--- src/rtl/tile_sched.sv ---
module tile_sched #(
  parameter int TW = 8
) (
  input  logic            clk,
  input  logic            rst_n,
  input  logic            layer_go,
  input  logic [TW-1:0]   layer_tiles,
  input  logic            layer_pool_en,
  output logic            layer_busy,
  output logic            layer_done,
  output logic            pool_bypass,
  output logic [4:0]      st_start,
  input  logic [4:0]      st_done,
  output logic [4:0]      st_bufsel,
  output logic [4:0]      st_busy,
  output logic [5*TW-1:0] st_tile
);
  localparam int NS = 5;

  logic          run, pool_q, done_q;
  logic [TW-1:0] ntiles;
  logic [TW-1:0] fin [NS];
  logic [NS-1:0] busy, go;
  logic          accept, last_wb;

  assign accept  = layer_go && !run;
  assign last_wb = run && busy[NS-1] && st_done[NS-1] &&
                   (({1'b0, fin[NS-1]} + 1'b1) == {1'b0, ntiles});

  for (genvar s = 0; s < NS; s++) begin : g_st
    logic up_ok, dn_ok;
    if (s == 0) begin : g_first
      assign up_ok = 1'b1;
    end else begin : g_mid
      assign up_ok = fin[s-1] > fin[s];
    end
    if (s == NS-1) begin : g_last
      assign dn_ok = 1'b1;
    end else begin : g_buf
      assign dn_ok = {1'b0, fin[s]} <= ({1'b0, fin[s+1]} + 1'b1);
    end
    assign go[s] = run && !busy[s] && (fin[s] < ntiles) && up_ok && dn_ok;

    always_ff @(posedge clk or negedge rst_n) begin
      if (!rst_n) begin
        busy[s] <= 1'b0;
        fin[s]  <= '0;
      end else if (accept) begin
        busy[s] <= 1'b0;
        fin[s]  <= '0;
      end else if (go[s]) begin
        busy[s] <= 1'b1;
      end else if (busy[s] && st_done[s]) begin
        busy[s] <= 1'b0;
        fin[s]  <= fin[s] + 1'b1;
      end
    end

    assign st_tile[s*TW +: TW] = fin[s];
    assign st_bufsel[s]        = fin[s][0];
  end

  always_ff @(posedge clk or negedge rst_n) begin
    if (!rst_n) begin
      run    <= 1'b0;
      pool_q <= 1'b0;
      done_q <= 1'b0;
      ntiles <= '0;
    end else begin
      done_q <= 1'b0;
      if (accept) begin
        ntiles <= layer_tiles;
        pool_q <= layer_pool_en;
        run    <= layer_tiles != '0;
        done_q <= layer_tiles == '0;
      end else if (last_wb) begin
        run    <= 1'b0;
        done_q <= 1'b1;
      end
    end
  end

  assign st_start    = go;
  assign st_busy     = busy;
  assign layer_busy  = run;
  assign layer_done  = done_q;
  assign pool_bypass = !pool_q;
endmodule


--- config.mk ---
export PLATFORM = sky130hd
export DESIGN_NAME = tile_sched
export DESIGN_NICKNAME = d
export VERILOG_FILES = /design/src/rtl/tile_sched.sv
export SDC_FILE = /design/constraint.sdc
export NUM_CORES = 1
export LEC_CHECK = 0
export BUFFER_PORTS_ARGS = -buffer_cell sky130_fd_sc_hd__buf_2
export CAP_MARGIN = 20
export CORE_ASPECT_RATIO = 0.75
export CORE_MARGIN = 2
export CORE_UTILIZATION = 28
export CTS_CLUSTER_DIAMETER = 50
export CTS_CLUSTER_SIZE = 28
export DETAILED_ROUTE_END_ITERATION = 10
export PLACE_DENSITY = 0.54
export SLEW_MARGIN = 20
export SYNTH_ARGS = -nofsm -noshare
export SYNTH_HDL_FRONTEND = slang
export SYNTH_SLANG_ARGS = --single-unit
--- constraint.sdc ---
create_clock -name clk -period 4.51 [get_ports clk]
set_input_delay 0 -clock clk [delete_from_list [all_inputs] [get_ports clk]]
set_output_delay 0 -clock clk [all_outputs]
set_load 0.01 [all_outputs]
==> key figures, run 1 <==
Logic synthesis
  – Syn Inst Count: 606
  – Count of flip-flops with a built-in enable after synthesis: 0
  – Sequential area share after synthesis: 26.4%
  – Most instantiated library cell after synthesis: sky130_fd_sc_hd__ha_1
  – Synth area leaders: sky130_fd_sc_hd__dfrtp_1, sky130_fd_sc_hd__ha_1, sky130_fd_sc_hd__xnor2_1
  – Number of warnings printed during yosys synthesis: 0
  – Synthesized area per cell: 8.77 µm²
  – Biggest area consumer among synthesized cells: sky130_fd_sc_hd__dfrtp_1
  – Share of the synthesized area in the top cell type: 26.4%
  – Fraction of registers with async set or reset after synthesis: 100%
  – Synthesized netlist net count: 728
  – Synth cell count leaders: sky130_fd_sc_hd__ha_1, sky130_fd_sc_hd__dfrtp_1, sky130_fd_sc_hd__inv_1, sky130_fd_sc_hd__a21oi_1, sky130_fd_sc_hd__xnor2_1
  – Top flip-flop cell by instance count after synthesis: sky130_fd_sc_hd__dfrtp_1
  – Number of distinct library cells after synthesis: 51
  – Summed instance area of the synthesized netlist: 5310 µm²
  – Number of storage elements in the synthesis netlist: 56

Floorplan
  – Number of top-level pins: 75
  – Die area: 20100 µm²
  – Standard-cell rows: 43
  – Die width: 163 µm
  – Starting density of the core: 28.6%
  – Standard cell core area: 18600 µm²
  – Vertical extent of the die: 123 µm

Flow run
  – Max-cap violation count: 0

Clock network
  – Clock-pin slew on the worst setup and hold paths: 0.08 ns
  – Clock insertion delay at the later pin of the skew report: 0.31 ns
  – CTS tree: yes
  – Inserted Clock Buffers: 5
  – Number of clock sinks: 56
  – Buffers inserted by post-CTS timing repair: 0
  – Max Buffers Root-to-Sink: 2
  – CTS H-Tree Depth: 2
  – Root Driver: sky130_fd_sc_hd__clkbuf_16

Run status
  – Status: completed

Timing
  – Aggregate negative setup slack: 0 ns
  – Worst slew pin tran: 0.782 ns
  – Time the worst path needs with I/O delays and setup: 3.08 ns
  – Fraction of the cycle the final worst path needs: 68.2%
  – Number of failing hold endpoints at the final stage: 0
  – Final setup violation count: 0
  – Max-slew violation count: 0
  – RSZ-0062 raised after global routing: no
  – Peak Freq: 325 MHz
  – Worst setup margin: 1.43 ns
  – Slew headroom: 47.9%
  – Post-route clock skew: 0.00542 ns
  – Worst hold margin: 0.0354 ns

Cells and area
  – Area overhead of the layout relative to synthesis: 17.1%
  – Antenna diodes: 0
  – Fraction of layout cells with a size suffix above 1: 13.7%
  – Final design instance area without fill: 6220 µm²
  – Fin nets: 809

Routing
  – Average wire length per cell after detail routing: 17.1 µm
  – TritonRoute pass-1 iters: 5
  – Vias after detailed routing: 4708
  – Total detailed-routing wirelength: 16.0 mm
  – Number of DRC violations after detailed-routing iteration 0: 283
  – DRC violations left: 0
  – Post-detailed-route count of antenna-violating nets: 0
  – Routed vias/inst: 5.04

Worst hold path
  – Class of the tightest hold or removal check: in2reg

Placed design
  – Detailed-placement wirelength estimate: 12.0 mm
  – Worst setup timing slack at the placement stage: 1.69 ns
  – Placement Cell Area: 5930 µm²
  – Final Wtd Congestion: 0.820
  – PortBufs: 74

Global route
  – All-Layer GR Usage: 16.4%
  – Initial antenna violation count: 0
  – Number of global-route vias before repair: 4426
  – Pin count of the biggest net entering global routing: 57
  – First-pass GRT wire length: 25.6 mm
  – Overall overflow remaining after global route: 0

Setup path
  – Highest net fanout along the worst path: 9
  – Arr. time, crit path: 3.08 ns
  – Reg2Reg Setup Slack: 1.72 ns
  – Critical path required time: 4.51 ns
  – Category of the worst setup path capture point: output port
  – Start-to-end type of the worst setup path: reg2out
  – Worst setup SP type: flip-flop

Pwr
  – Leakage power: 2.96 nW
  – Max rail drop VDD: 305 µV
  – Pwr/cell area: 623 nW/µm²
==> cell type report <==
type	instances	area [µm²]
well taps	247	309
inverters	50	188
fillers	1994	12300
clock buffers	5	125
repair buffers	91	536
multi-input cells	483	3640
flip-flops and latches	56	1400
clock inverters	3	22.5
==> cells in the final DEF (no fill, tap or decap), drive strengths merged, types with 3 or more instances in the layout <==
cell           n
a21oi         43
dfrtp         56
xor2           6
nand2         36
o211ai         4
dlygate4sd3   15
a31o           4
nand3         36
a21o          13
nor4b          3
or3           20
o21ai         37
ha           105
and3           5
nor3           8
nor2          36
clkbuf         5
and4           3
o21a           7
nor2b         12
nor4           3
nand2b         5
a211oi        12
nand4         15
xnor2         42
buf           76
inv           51
==> report_power, final <==
part / leakage (nW) / internal (W) / total [W] / switching [W]
Sequential: 0.715 / 0.000670 / 0.00106 / 0.000388
Combinational: 2.17 / 0.00109 / 0.00239 / 0.00130
Clock: 0.0742 / 0.000210 / 0.000431 / 0.000221
Total: 2.96 / 0.00197 / 0.00388 / 0.00191
==> flip-flops by register name, indices dropped and copies added (netlist names) <==
register,flops
layer_busy,1
pool_q,1
st_tile,35
st_bufsel,5
ntiles,8
layer_done,1
st_busy,5
==> what timing repair did <==
item | CTS | global route
resized for setup | 0 | 0
hold endpoints to repair | 70 | 0
hold buffers | 15 | 0
==> logic make-up (layout without fill, tap and decap cells) <==
logic type                 count (synthesis)  after routing  share of synthesized area, %
and+or+nand+nor                          187            187                          18.8
AOI/OAI and AO/OA                        143            143                          16.9
adders and majority gates                105            105                          24.7
buffers and inverters                     67            149                          5.20
DFF                                       56             56                          26.4
xor gates and xnor gates                  48             48                          7.91
==> critical path, cell delays in order (launching register included) <==
cell	delay (ns)
sky130_fd_sc_hd__dfrtp_1	0.55
sky130_fd_sc_hd__ha_1	0.30
sky130_fd_sc_hd__and3_1	0.23
sky130_fd_sc_hd__nand3_2	0.12
sky130_fd_sc_hd__xnor2_1	0.16
sky130_fd_sc_hd__ha_1	0.30
sky130_fd_sc_hd__a22o_1	0.23
sky130_fd_sc_hd__nor4_1	0.20
sky130_fd_sc_hd__o221ai_1	0.16
sky130_fd_sc_hd__a31oi_1	0.19
sky130_fd_sc_hd__o211a_1	0.18
sky130_fd_sc_hd__buf_2	0.14
==> stage by stage <==
stage               std cells  utilization, %  total power [W]
global route              935            33.5          0.00431
CTS                       935            33.5          0.00390
floorplan                 606               -          0.00266
global placement          912            31.9          0.00343
detailed placement        912            31.9          0.00345
finish                    935            33.5          0.00388
==> path summary, 6_finish.rpt <==
check / startpoint / to / depth (start not counted)
max: st_tile[25] / st_start[2] / 11
min: layer_go / layer_busy / 3
max reg2reg: st_tile[25] / st_busy[2] / 11
min reg2reg: pool_q / pool_q / 2
max in group asynchronous: rst_n / st_tile[31] / 3
min in group asynchronous: rst_n / pool_q / 3
==> metal layers <==
layer / up-vias / share of wire [%] / track usage, %
met4: 0 / 0.57 / 1.99
met3: 6 / 5.6 / 2.58
li1: 2365 / - / -
met2: 114 / 38 / 23.3
met1: 2223 / 56 / 26.4
met5: - / 0 / 0
Note: power is estimated with default switching activity, not from simulation.
==> inputs of run 2 (changes only) <==
Settings changed: PLACE_DENSITY 0.54 to 0.55.
Clock period 4.51 ns to 2.45 ns, I/O delays scaled along.
==> run 2 against run 1 <==
Effect of this change: the run now ends with setup timing left; flip-flop and latch count did not move; clock skew is 0.0016 ns higher; total power up 110%; clock power rose by 79%; worst setup slack worse by 1.7 ns; core utilization rose by 5.3 points; via count is 7.9% higher; final area is 16% higher; register-to-register slack worse by 1.8 ns; first-iteration DRC count is 7.1% higher.
==> key figures, run 2 (synthesized netlist as in run 1, its figures left out) <==
Floorplan
  – Die area: 20100 µm² (unchanged)
  – Starting density of the core: 28.6% (unchanged)
  – Die width: 163 µm (unchanged)
  – Vertical extent of the die: 123 µm (unchanged)
  – Standard-cell rows: 43 (unchanged)
  – Standard cell core area: 18600 µm² (unchanged)
  – Number of top-level pins: 75 (unchanged)

Setup path
  – Start-to-end type of the worst setup path: reg2out
  – Category of the worst setup path capture point: output port
  – Arr. time, crit path: 2.74 ns (-0.34 ns)
  – Worst setup path endpoint: st_start[2]
  – Worst setup SP type: flip-flop
  – Reg2Reg Setup Slack: -0.09 ns (-1.81 ns)
  – Critical path required time: 2.45 ns (-2.06 ns)
  – Startpoint of the worst register-to-register path: st_tile[17]
  – R2R Path End: st_busy[1]
  – Highest net fanout along the worst path: 4 (-5)
  – Worst setup path startpoint: st_bufsel[3]
  – Depth of the worst register-to-register path: 13 (+2)

Timing
  – Max-slew violation count: 0 (unchanged)
  – Peak Freq: 366 MHz
  – Worst hold margin: 0.0356 ns (+0.000242 ns)
  – Time the worst path needs with I/O delays and setup: 2.74 ns
  – Slew headroom: 55.4% (+7.5 points)
  – Post-route clock skew: 0.00704 ns (+0.00162 ns)
  – Final setup violation count: 6 (+6)
  – RSZ-0062 raised after global routing: yes
  – Worst slew pin tran: 0.670 ns (-0.112 ns)
  – Fraction of the cycle the final worst path needs: 112%
  – Number of failing hold endpoints at the final stage: 0 (unchanged)
  – Worst setup margin: -0.285 ns (-1.72 ns)

Pwr
  – Leakage power: 3.43 nW (+16%)
  – Switching part of the total power: 47.1% (-2.0 points)
  – Portion of total power attributed to the clock network: 9.4% (-1.7 points)
  – Comb pwr share: 69.8% (+8.2 points)
  – Max rail drop VDD: 507 µV (+66%)
  – Pwr/cell area: 1140 nW/µm² (+83%)
  – Register share of total power: 20.9% (-6.4 points)
  – Power spent charging and discharging nets: 0.00388 W (+100%)
  – Pint: 0.00435 W (+120%)
  – Post-route total power: 0.00822 W (+110%)

Run status
  – Status: finished with violations
  – Failing checks: setup timing

Routing
  – Number of DRC violations after detailed-routing iteration 0: 303 (+7.1%)
  – TritonRoute pass-1 iters: 5 (unchanged)
  – Total detailed-routing wirelength: 17.3 mm (+8.3%)
  – Post-detailed-route count of antenna-violating nets: 0 (unchanged)
  – Routed vias/inst: 5.01 (-0.49%)
  – DRC violations left: 0 (unchanged)
  – Average wire length per cell after detail routing: 17.1 µm (-0.12%)
  – Vias after detailed routing: 5081 (+7.9%)

Global route
  – Pin count of the biggest net entering global routing: 49 (-14%)
  – Overall overflow remaining after global route: 0 (unchanged)
  – All-Layer GR Usage: 17.7% (+1.3 points)
  – First-pass GRT wire length: 27.4 mm (+7.0%)
  – Number of global-route vias before repair: 4931 (+11%)
  – Initial antenna violation count: 0 (unchanged)

Cells and area
  – Most frequent standard cell in the layout excluding fill and tap cells: sky130_fd_sc_hd__ha_1
  – Area overhead of the layout relative to synthesis: 35.7%
  – Antenna diodes: 0 (unchanged)
  – Fin nets: 888 (+9.8%)
  – Max FFs per register: 35 (unchanged)
  – Number of filler cells placed in the layout: 1891 (-5.2%)
  – Fraction of layout cells with a size suffix above 1: 28.7% (+15 points)
  – Highest-count cells in the layout ignoring fill and taps: sky130_fd_sc_hd__ha_1, sky130_fd_sc_hd__buf_2, sky130_fd_sc_hd__buf_4, sky130_fd_sc_hd__inv_1, sky130_fd_sc_hd__dfrtp_1

Placed design
  – PortBufs: 74 (unchanged)
  – Detailed-placement wirelength estimate: 13.1 mm (+9.2%)
  – Final Wtd Congestion: 0.877 (+7.0%)

Clock network
  – Clock-pin slew on the worst setup and hold paths: 0.08 ns (about the same)
  – Clock insertion delay at the later pin of the skew report: 0.31 ns (about the same)
  – Root Driver: sky130_fd_sc_hd__clkbuf_16
  – Inserted Clock Buffers: 5 (unchanged)
  – Number of clock sinks: 56 (unchanged)
  – CTS tree: yes
  – Max Buffers Root-to-Sink: 2 (unchanged)
  – CTS H-Tree Depth: 2 (unchanged)

Worst hold path
  – Class of the tightest hold or removal check: in2reg

Flow run
  – Max-cap violation count: 0 (unchanged)
[run 2: cell count changes in the layout (fill, tap and decap cells not counted), moves of 3 or more]
cell	change
sky130_fd_sc_hd__a21oi_1	-3
sky130_fd_sc_hd__a21oi_2	+3
sky130_fd_sc_hd__buf_4	+70
sky130_fd_sc_hd__buf_6	+8
sky130_fd_sc_hd__dfrtp_1	-9
sky130_fd_sc_hd__dfrtp_2	+9
sky130_fd_sc_hd__ha_1	-7
sky130_fd_sc_hd__ha_4	+6
sky130_fd_sc_hd__nand3_1	-5
sky130_fd_sc_hd__nand3_4	+3
sky130_fd_sc_hd__nor3_1	-3
sky130_fd_sc_hd__xnor2_1	-8
sky130_fd_sc_hd__xnor2_2	+5
sky130_fd_sc_hd__xnor2_4	+3
[run 2: power groups by stage]
stage / Sequential (W) / Clock, W / Combinational, W
CTS: 0.00167 / 0.000796 / 0.00546
floorplan: 0.00183 / 0 / 0.00313
finish: 0.00172 / 0.000771 / 0.00574
detailed placement: 0.00168 / 0 / 0.00523
global route: 0.00177 / 0.000815 / 0.00644
global placement: 0.00167 / 0 / 0.00520
[run 2: area by class of cell]
cell class,instances,area (µm²),area share [%]
sequential,56,1410,19.6
clock inverter,2,16.3,0.226
timing repair buffer,170,1190,16.5
inverter,50,188,2.60
multi-input combinational,483,3970,55.0
tap,247,309,4.29
clock buffer,6,129,1.79
[run 2: what timing repair did]
| action | in CTS | in global routing |
|---|---|---|
| hold endpoints to repair | 71 | 0 |
| hold buffers | 15 | 0 |
| resized for setup | 28 | 32 |
| setup endpoints to repair | 6 | 10 |
| pin swaps | 20 | 31 |
| setup buffers | 9 | 11 |
[run 2: worst max-delay path, stage by stage (launching register included)]
cell and delay (ns):
sky130_fd_sc_hd__dfrtp_2 0.39, sky130_fd_sc_hd__ha_4 0.15, sky130_fd_sc_hd__and3_4 0.21, sky130_fd_sc_hd__nand3_4 0.10, sky130_fd_sc_hd__xnor2_2 0.15, sky130_fd_sc_hd__ha_1 0.32, sky130_fd_sc_hd__a22o_1 0.24, sky130_fd_sc_hd__nor4_1 0.17
sky130_fd_sc_hd__o221ai_1 0.16, sky130_fd_sc_hd__a31oi_1 0.18, sky130_fd_sc_hd__o211a_1 0.20, sky130_fd_sc_hd__buf_2 0.14
[run 2: worst min path at each step]
stage	cells after the start	slack (ns)	to	start
floorplan	0	-0.30	layer_busy	rst_n
global placement	1	-0.08	st_tile[36]	rst_n
detailed placement	1	-0.08	st_tile[36]	rst_n
CTS	3	0.02	layer_busy	layer_go
global route	3	0.07	layer_busy	layer_go
finish	3	0.04	layer_busy	layer_go
[run 2: metrics by stage]
stage               setup TNS [ns]  utilization, %  std cells  cell area [µm²]  setup WS [ns]
floorplan                  -0.0399               -        606             5340        -0.0399
global placement                 0            34.6        972             6430         0.0471
detailed placement        -0.00876            34.6        972             6430       -0.00876
CTS                         -0.466            37.4       1004             6940         -0.259
global route                 -1.45            38.8       1014             7210         -0.368
finish                      -0.716            38.8       1014             7210         -0.285
[run 2: metal layers]
layer / global-route usage [%] / routed length [µm]
met5: 0 / 0
met4: 3.82 / 160
met1: 26.9 / 9160
met3: 4.13 / 1020
met2: 25.4 / 7000
==> inputs of run 3 (changes only) <==
Settings changed: REMOVE_ABC_BUFFERS set to 1.
==> run 3 against run 2 <==
Effect of this change: the flow still finishes with violations (setup timing); count of clock-buffer cells in the layout is the same; fmax grew 3.2%; die area unchanged; clock skew hardly changed; largest power group unchanged; sequential power down 6%; first-iteration DRC count up 32%; largest cell class unchanged.
==> key figures, run 3 (synthesized netlist as in run 1, its figures left out) <==
Cells and area
  – Area overhead of the layout relative to synthesis: 35.4%
  – Highest-count cells in the layout ignoring fill and taps: sky130_fd_sc_hd__ha_1, sky130_fd_sc_hd__buf_4, sky130_fd_sc_hd__buf_2, sky130_fd_sc_hd__dfrtp_1, sky130_fd_sc_hd__inv_1
  – Max FFs per register: 35 (unchanged)
  – Most frequent standard cell in the layout excluding fill and tap cells: sky130_fd_sc_hd__ha_1
  – Fraction of layout cells with a size suffix above 1: 29.4% (+0.72 points)
  – Fin nets: 893 (+0.56%)
  – Footprint of the flip-flops and latches: 1400 µm² (-0.62%)
  – Area used by multi-input combinational logic: 3930 µm² (-1.0%)
  – Antenna diodes: 0 (unchanged)
  – Final design instance area without fill: 7190 µm² (-0.24%)
  – Number of filler cells placed in the layout: 1876 (-0.79%)

Setup path
  – Critical path required time: 2.45 ns (about the same)
  – Arr. time, crit path: 2.65 ns (-0.09 ns)
  – Start-to-end type of the worst setup path: reg2out
  – Category of the worst setup path capture point: output port
  – Highest net fanout along the worst path: 2 (-2)
  – Worst setup SP type: flip-flop

Clock network
  – CTS H-Tree Depth: 2 (unchanged)
  – Number of clock sinks: 56 (unchanged)
  – CTS tree: yes
  – Inserted Clock Buffers: 5 (unchanged)
  – Max Buffers Root-to-Sink: 2 (unchanged)
  – Clock-pin slew on the worst setup and hold paths: 0.08 ns (about the same)
  – Clock insertion delay at the later pin of the skew report: 0.31 ns (about the same)
  – Root Driver: sky130_fd_sc_hd__clkbuf_16

Floorplan
  – Die area: 20100 µm² (unchanged)
  – Vertical extent of the die: 123 µm (unchanged)
  – Standard-cell rows: 43 (unchanged)
  – Standard cell core area: 18600 µm² (unchanged)
  – Die width: 163 µm (unchanged)
  – Starting density of the core: 28.6% (unchanged)
  – Number of top-level pins: 75 (unchanged)

Routing
  – Number of DRC violations after detailed-routing iteration 0: 399 (+32%)
  – DRC violations left: 0 (unchanged)
  – Total detailed-routing wirelength: 17.2 mm (-0.89%)
  – TritonRoute pass-1 iters: 5 (unchanged)
  – Post-detailed-route count of antenna-violating nets: 0 (unchanged)
  – Routed vias/inst: 5.05 (+0.76%)
  – Average wire length per cell after detail routing: 16.9 µm (-1.4%)
  – Vias after detailed routing: 5145 (+1.3%)

Timing
  – Number of failing hold endpoints at the final stage: 0 (unchanged)
  – Worst slew pin tran: 0.799 ns (+0.129 ns)
  – Slew headroom: 46.8% (-8.6 points)
  – Peak Freq: 377 MHz (+3.2%)
  – Max-slew violation count: 0 (unchanged)
  – RSZ-0062 raised after global routing: yes
  – Worst hold margin: 0.00736 ns (-0.0283 ns)
  – Worst setup margin: -0.201 ns (+0.0845 ns)
  – Post-route clock skew: 0.00671 ns (-0.000328 ns)
  – Fraction of the cycle the final worst path needs: 108% (-3.4 points)
  – Final setup violation count: 5 (-1)
  – Time the worst path needs with I/O delays and setup: 2.65 ns (-0.0845 ns)

Pwr
  – Max rail drop VDD: 512 µV (+1.1%)
  – Pwr/cell area: 1160 nW/µm² (+1.4%)
  – Leakage power: 3.44 nW (+0.34%)

Placed design
  – Detailed-placement wirelength estimate: 12.9 mm (-1.4%)
  – Placement Cell Area: 6440 µm² (about the same)
  – Final Wtd Congestion: 0.843 (-3.9%)
  – PortBufs: 74 (unchanged)

Global route
  – Pin count of the biggest net entering global routing: 57 (+16%)
  – Number of global-route vias before repair: 4949 (+0.37%)
  – Initial antenna violation count: 0 (unchanged)
  – All-Layer GR Usage: 17.3% (-0.41 points)
  – Overall overflow remaining after global route: 0 (unchanged)
  – First-pass GRT wire length: 27.0 mm (-1.3%)

Worst hold path
  – Class of the tightest hold or removal check: in2reg

Flow run
  – Max-cap violation count: 0 (unchanged)

Run status
  – Failing checks: setup timing
  – Status: finished with violations
## run 3: per-stage QoR
stage	std cells	total power [W]	TNS, ns	setup WS [ns]	util [%]
finish	1019	0.00832	-0.579	-0.201	38.7
global route	1019	0.00914	-1.39	-0.371	38.7
CTS	1015	0.00807	-0.584	-0.243	37.7
detailed placement	980	0.00691	-0.0811	-0.0582	34.7
global placement	980	0.00687	-0.0117	-0.0117	34.7
floorplan	589	0.00483	-6.76	-0.215	-
## run 3: cell type report
cell class | instances | share of cell area (%)
multi-input combinational | 483 | 54.6
sequential | 56 | 19.5
timing repair buffer | 175 | 16.5
tap | 247 | 4.30
inverter | 50 | 2.61
clock buffer | 6 | 1.93
clock inverter | 2 | 0.539
## run 3: power breakdown
| part | internal [W] | switching, W | total [W] |
|---|---|---|---|
| logic | 0.00275 | 0.00303 | 0.00579 |
| registers | 0.00124 | 0.000379 | 0.00162 |
| clock network | 0.000515 | 0.000392 | 0.000907 |
## run 3: metal layers
layer	vias to the layer above	part of all wire (%)	track usage, %
li1	2543	-	-
met5	-	0	0
met1	2461	52	26.1
met3	13	4.9	2.68
met2	128	42	26.8
met4	0	0.58	1.99
## run 3: repair_timing
item,CTS,global route
pin swaps,19,22
hold buffers,13,0
hold endpoints to repair,69,0
setup endpoints to repair,7,10
gates resized for setup,31,28
setup buffers,14,4
## run 3: worst paths after layout
check	cells after the start	startpoint	slack [ns]	end
setup / recovery	11	st_bufsel[3]	-0.20	st_start[2]
hold / removal	3	st_done[3]	0.007	st_tile[25]
setup reg to reg	11	st_bufsel[2]	-0.04	st_busy[1]
hold reg to reg	2	pool_q	0.54	pool_q
max in group asynchronous	3	rst_n	1.50	st_tile[34]
min in group asynchronous	3	rst_n	0.40	st_bufsel[0]
## run 3: worst max-delay path: stages (launching register included)
cell                       delay (ns)
sky130_fd_sc_hd__dfrtp_1         0.36
sky130_fd_sc_hd__ha_2            0.19
sky130_fd_sc_hd__and3_4          0.20
sky130_fd_sc_hd__nand3_2         0.09
sky130_fd_sc_hd__xnor2_1         0.14
sky130_fd_sc_hd__ha_1            0.29
sky130_fd_sc_hd__a22o_1          0.24
sky130_fd_sc_hd__nor4_2          0.14
sky130_fd_sc_hd__o221ai_1        0.16
sky130_fd_sc_hd__a31oi_1         0.15
sky130_fd_sc_hd__o211a_1         0.23
sky130_fd_sc_hd__buf_2           0.15
